### config.mk
export PLATFORM = sky130hd
export DESIGN_NAME = i2c_addr_matcher
export DESIGN_NICKNAME = d
export VERILOG_FILES = /design/src/rtl/i2cm_pkg.sv /design/src/rtl/i2cm_ctrl.sv /design/src/rtl/i2cm_slot_cmp.sv /design/src/rtl/i2cm_prio.sv /design/src/rtl/i2c_addr_matcher.sv
export SDC_FILE = /design/constraint.sdc
export NUM_CORES = 1
export LEC_CHECK = 0
export ABC_AREA = 1
export ABC_CLOCK_PERIOD_IN_PS = 2200
export CORE_UTILIZATION = 32
export CTS_CLUSTER_DIAMETER = 60
export CTS_CLUSTER_SIZE = 25
export DETAILED_ROUTE_END_ITERATION = 8
export GPL_ROUTABILITY_DRIVEN = 0
export PLACE_DENSITY = 0.56
export SETUP_SLACK_MARGIN = 0.1
export SLEW_MARGIN = 20
export SYNTH_ARGS = -nofsm -noshare
export SYNTH_HDL_FRONTEND = slang
export SYNTH_HIERARCHICAL = 1
export SYNTH_SLANG_ARGS = --single-unit
### constraint.sdc
create_clock -name clk_i -period 2.2 [get_ports clk_i]
set_clock_uncertainty 0.2 [all_clocks]
set_input_delay 0.44 -clock clk_i [delete_from_list [all_inputs] [get_ports clk_i]]
set_output_delay 0.44 -clock clk_i [all_outputs]
set_load 0.02 [all_outputs]
### src/rtl/i2cm_pkg.sv
package i2cm_pkg;
  localparam int NSLOT  = 4;
  localparam int AW     = 7;
  localparam int CTL_W  = 7;
  localparam int B_AA   = 2;
  localparam int B_SI   = 3;
  localparam int B_STO  = 4;
  localparam int B_STA  = 5;
  localparam int B_EN   = 6;
  localparam logic [CTL_W-1:0] CTL_DEF =
    CTL_W'((1 << B_AA) | (1 << B_SI) | (1 << B_STO) | (1 << B_STA) | (1 << B_EN));
endpackage

### src/rtl/i2cm_ctrl.sv
module i2cm_ctrl
  import i2cm_pkg::*;
(
  input  logic             clk_i,
  input  logic             rst_ni,
  input  logic             set_we_i,
  input  logic             clr_we_i,
  input  logic [CTL_W-1:0] wdata_i,
  output logic [CTL_W-1:0] ctl_o
);
  logic [CTL_W-1:0] ctl_q, ctl_d, wmask;

  assign wmask = wdata_i & CTL_DEF;

  always_comb begin
    ctl_d = ctl_q;
    if (clr_we_i) ctl_d = ctl_d & ~wmask;
    if (set_we_i) ctl_d = ctl_d | wmask;
    ctl_d[B_STO] = ctl_d[B_STO] & ctl_d[B_EN];  // stop flag forced low while disabled
  end

  always_ff @(posedge clk_i or negedge rst_ni)
    if (!rst_ni) ctl_q <= '0;
    else         ctl_q <= ctl_d;

  assign ctl_o = ctl_q;
endmodule

### src/rtl/i2cm_slot_cmp.sv
module i2cm_slot_cmp #(
  parameter int AW = 7
) (
  input  logic [AW:0]   addr_i,   // [AW:1] address, [0] general call enable
  input  logic [AW-1:0] mask_i,
  input  logic [AW-1:0] rx_i,
  output logic          hit_o,
  output logic          gc_hit_o
);
  logic is_gc;
  assign is_gc    = ~|rx_i;
  assign hit_o    = !is_gc && (((rx_i ^ addr_i[AW:1]) & ~mask_i) == '0);
  assign gc_hit_o = is_gc && addr_i[0];
endmodule

### src/rtl/i2cm_prio.sv
module i2cm_prio #(
  parameter int N  = 4,
  localparam int IW = (N > 1) ? $clog2(N) : 1
) (
  input  logic [N-1:0]  req_i,
  output logic          found_o,
  output logic [IW-1:0] idx_o
);
  always_comb begin
    found_o = 1'b0;
    idx_o   = '0;
    for (int i = N - 1; i >= 0; i--) begin
      if (req_i[i]) begin
        found_o = 1'b1;
        idx_o   = IW'(i);
      end
    end
  end
endmodule

### src/rtl/i2c_addr_matcher.sv
module i2c_addr_matcher
  import i2cm_pkg::*;
#(
  parameter int NSlot = i2cm_pkg::NSLOT,
  localparam int SW = (NSlot > 1) ? $clog2(NSlot) : 1
) (
  input  logic             clk_i,
  input  logic             rst_ni,
  input  logic             ctl_set_we_i,
  input  logic             ctl_clr_we_i,
  input  logic [CTL_W-1:0] ctl_wdata_i,
  output logic [CTL_W-1:0] ctl_o,
  input  logic             cfg_we_i,
  input  logic             cfg_mask_sel_i,
  input  logic [SW-1:0]    cfg_slot_i,
  input  logic [AW:0]      cfg_wdata_i,
  input  logic             start_i,
  input  logic             stop_i,
  input  logic             bit_valid_i,
  input  logic             bit_i,
  output logic             match_stb_o,
  output logic             addressed_o,
  output logic [SW-1:0]    match_slot_o,
  output logic             gc_o,
  output logic             rw_o,
  output logic [AW:0]      data_buf_o
);
  localparam int CW = $clog2(AW + 2);
  localparam logic [CW-1:0] LAST_BIT = CW'(AW + 1);  // ack position
  localparam logic [CW-1:0] RW_BIT   = CW'(AW);      // direction position

  logic en;
  logic [AW:0]   addr_q [NSlot];
  logic [AW-1:0] mask_q [NSlot];
  logic [NSlot-1:0] hit, gc_hit;
  logic [NSlot-1:0] req;
  logic             found;
  logic [SW-1:0]    idx;

  logic [AW:0]   shift_q;
  logic [CW-1:0] cnt_q;
  logic          first_q;
  logic          rx_is_gc;

  i2cm_ctrl u_ctrl (
    .clk_i   (clk_i),
    .rst_ni  (rst_ni),
    .set_we_i(ctl_set_we_i),
    .clr_we_i(ctl_clr_we_i),
    .wdata_i (ctl_wdata_i),
    .ctl_o   (ctl_o)
  );
  assign en = ctl_o[B_EN];

  for (genvar s = 0; s < NSlot; s++) begin : g_slot
    always_ff @(posedge clk_i or negedge rst_ni) begin
      if (!rst_ni) begin
        addr_q[s] <= '0;
        mask_q[s] <= '0;
      end else if (cfg_we_i && cfg_slot_i == SW'(s)) begin
        if (cfg_mask_sel_i) mask_q[s] <= cfg_wdata_i[AW:1];
        else                addr_q[s] <= cfg_wdata_i;
      end
    end

    i2cm_slot_cmp #(.AW(AW)) u_cmp (
      .addr_i  (addr_q[s]),
      .mask_i  (mask_q[s]),
      .rx_i    (shift_q[AW-1:0]),
      .hit_o   (hit[s]),
      .gc_hit_o(gc_hit[s])
    );
  end

  assign rx_is_gc = ~|shift_q[AW-1:0];
  assign req      = rx_is_gc ? gc_hit : hit;

  i2cm_prio #(.N(NSlot)) u_prio (
    .req_i  (req),
    .found_o(found),
    .idx_o  (idx)
  );

  always_ff @(posedge clk_i or negedge rst_ni) begin
    if (!rst_ni) begin
      shift_q      <= '0;
      cnt_q        <= '0;
      first_q      <= 1'b0;
      data_buf_o   <= '0;
      match_stb_o  <= 1'b0;
      addressed_o  <= 1'b0;
      match_slot_o <= '0;
      gc_o         <= 1'b0;
      rw_o         <= 1'b0;
    end else if (!en) begin
      cnt_q       <= '0;
      first_q     <= 1'b0;
      match_stb_o <= 1'b0;
      addressed_o <= 1'b0;
      gc_o        <= 1'b0;
    end else begin
      match_stb_o <= 1'b0;
      if (start_i) begin
        cnt_q       <= '0;
        first_q     <= 1'b1;
        addressed_o <= 1'b0;
        gc_o        <= 1'b0;
      end else if (stop_i) begin
        cnt_q       <= '0;
        first_q     <= 1'b0;
        addressed_o <= 1'b0;
        gc_o        <= 1'b0;
      end else if (bit_valid_i) begin
        shift_q <= {shift_q[AW-1:0], bit_i};
        if (cnt_q == LAST_BIT) begin
          cnt_q      <= '0;
          first_q    <= 1'b0;
          data_buf_o <= shift_q;  // eight data bits, ack excluded
        end else begin
          cnt_q <= cnt_q + 1'b1;
        end
        if (cnt_q == RW_BIT && first_q) begin
          match_stb_o  <= 1'b1;
          addressed_o  <= found;
          match_slot_o <= found ? idx : '0;
          gc_o         <= found && rx_is_gc;
          rw_o         <= bit_i;
        end
      end
    end
  end
endmodule

==> impl_metrics.yaml <==
timing:
  rsz0062_at_grt: "true"
  hold_viol: 0
  setup-tns-final_ps: 0
  maxSlewViolCount: 0
  hold_ws_ps: 274
  fmax_mhz: 512
  finalWorstSetupSlack_ps: 246
  setup_violations: 0
  period_share_pct: 88.8
  period_needed_ps: 1950
routing:
  drc: 0
  viasPerCell: 4.49
  vias: 3890
  drt_first_pass_iters: 4
  drt_wl_total_um: 10800
  wl_per_cell_um: 12.4
  drt_iter0_drc: 201
  postRouteAntennaNets: 0
layout:
  final_nets: 711
  drive_gt1_share_pct: 7.57
  design_area_sq_um: 5650
  num_antenna_cells: 0
  final_common_cell: "nand2_1"
  layout_common_cells: "207 x nand2_1, 96 x inv_1, 85 x dfrtp_1"
  areaGrowthSynthToFinish_pct: 23.7
worst_setup_path:
  crit_required_ps: 1560
  start_kind: "flip-flop"
  crit_buf_inv: 1
  max_stage_delay_ps: 610
  critical_path_class: "flip-flop to output pin"
  crit_chain: "clkdlybuf4s50_1"
  cp-end-kind: "output pin"
  crit_family: "buffers and inverters"
  critPathMaxFanout: 2
  worstPathArrival_ps: 1310
  critPathSlowestCell: "clkdlybuf4s50_1"
floorplanning:
  die_x_um: 121
  dieArea_sq_um: 14700
  die_h_um: 121
  core-area_sq_um: 13900
  start_util_pct: 32.9
  fp-row-count: 43
  io_pins: 48
cts:
  cts_buffers: 9
  cts_buffer_depth: 2
  clk_latency_ps: 340
  cts.clk_slew.worst_paths_ps: 70
  cts_sinks: 92
  cts_tree: "done"
  root_buffer: "clkbuf_16"
  htreeDepth: 3
yosys:
  avgSynthCellArea_sq_um: 7.35
  synth_cell_types: 23
  synth_largest_area_cell: "dfrtp_1"
  synth_area_sq_um: 4570
  synth_top_area_share_pct: 50.4
  ys_top_cells_by_area: "dfrtp_1 50%, nand2_1 17%, inv_1 7.9%, nor2_1 6.7%, o21ai_0 6.5%"
  synth_sequential_area_ratio_pct: 50.4
  syn_inst: 621
  yosysWarnings: 6
  ys_ff_latch: 92
pwr:
  total_power_uw: 5280
  leakagePower_uw: 0.00288
  power_density_nw_per_um2: 936
  max-vdd-ir-drop_mv: 0.362
place:
  io_buffers: 43
  dp_hpwl_um: 7370
  place_area_sq_um: 5260
  place_ws_ps: 68.9
global_route:
  grt_max_degree: 36
  grt_util_all_layers_pct: 16.0
  grt_first_pass_wirelength_um: 18300
  antenna_found_initial: 0
  grt_pass1_vias: 3804
  grt_overflow_total: 0
outcome:
  status: "finished clean"
min_path:
  min-delay-path-class: "flip-flop to flip-flop"
job:
  maxCapViolations: 0
-- sequential cells by signal, summed over array words and instances, names as in the netlist, 2 cells and up --
signal / count
shift_q: 8
match_slot_o: 2
u_ctrl/ctl_o: 5
mask_q: 28
cnt_q: 4
addr_q: 32
data_buf_o: 8
-- metal layers --
layer / part of all wire, % / track usage [%] / wire length [um]
met1: 47 / 20.1 / 5070
met2: 46 / 26.9 / 4970
met3: 4.9 / 3.43 / 523
met4: 1.8 / 5.79 / 197
met5: 0 / 0 / 0
-- cells in the mapped netlist (all sizes together) --
library cell / instances
clkbuf: 1
a21oi: 18
o21a: 7
nor2: 85
ha: 2
nand3: 32
nand2: 208
nor3: 2
buf: 11
nor3b: 4
o21ai: 59
conb: 1
dfrtp: 92
inv: 97
nand4: 2
-- where the power goes --
part / switching (uW) / total (uW) / internal [uW]
logic: 818 / 1370 / 551
registers: 293 / 2270 / 1980
clock network: 656 / 1650 / 991
-- through the flow --
stage	util, %	instances
3_5_place_dp	37.9	845
5_1_grt	40.7	867
4_1_cts	40.3	862
2_1_floorplan	-	622
6_report	40.7	867
3_3_place_gp	37.9	845
-- final timing paths --
| kind | start | to | slack (ps) | cells past startpoint |
|---|---|---|---|---|
| max in group asynchronous | rst_ni | mask_q[15] | 860 | 3 |
| max | gc_o | gc_o | 250 | 1 |
| min reg2reg | u_ctrl/ctl_o[2] | u_ctrl/ctl_o[2] | 270 | 2 |
| min | u_ctrl/ctl_o[2] | u_ctrl/ctl_o[2] | 270 | 2 |
| min in group asynchronous | rst_ni | u_ctrl/ctl_o[3] | 380 | 2 |
| max reg2reg | shift_q[6] | match_slot_o[1] | 250 | 12 |
-- final cells by class --
cell class	count	area, sq um
clock buffer	9	225
clock inverter	7	91.3
fill	1415	8230
inverter	97	364
multi-input combinational	421	1840
sequential	92	2310
tap	180	225
timing repair buffer	61	593
-- cells by family after synthesis --
kind of cell               after synthesis  synth area share, %
DFF                                     92                 50.4
and+or+nand+nor                        333                 29.7
AOI/OAI and AO/OA                       84                 9.67
other                                    1               0.0821
adders and majority gates                2                0.548
buffers and inverters                  109                 9.62
-- what timing repair did --
| action | 4_1_cts | 5_1_grt |
|---|---|---|
| buffers inserted | 0 | 5 |
| endpoints found under the setup margin | 4 | 5 |
| endpoints found under the hold margin | 30 | 0 |
| gates resized for setup | 2 | 9 |
| pin swaps | 0 | 1 |
| hold buffers | 1 | 0 |
Power figures use the tool's default switching activity.
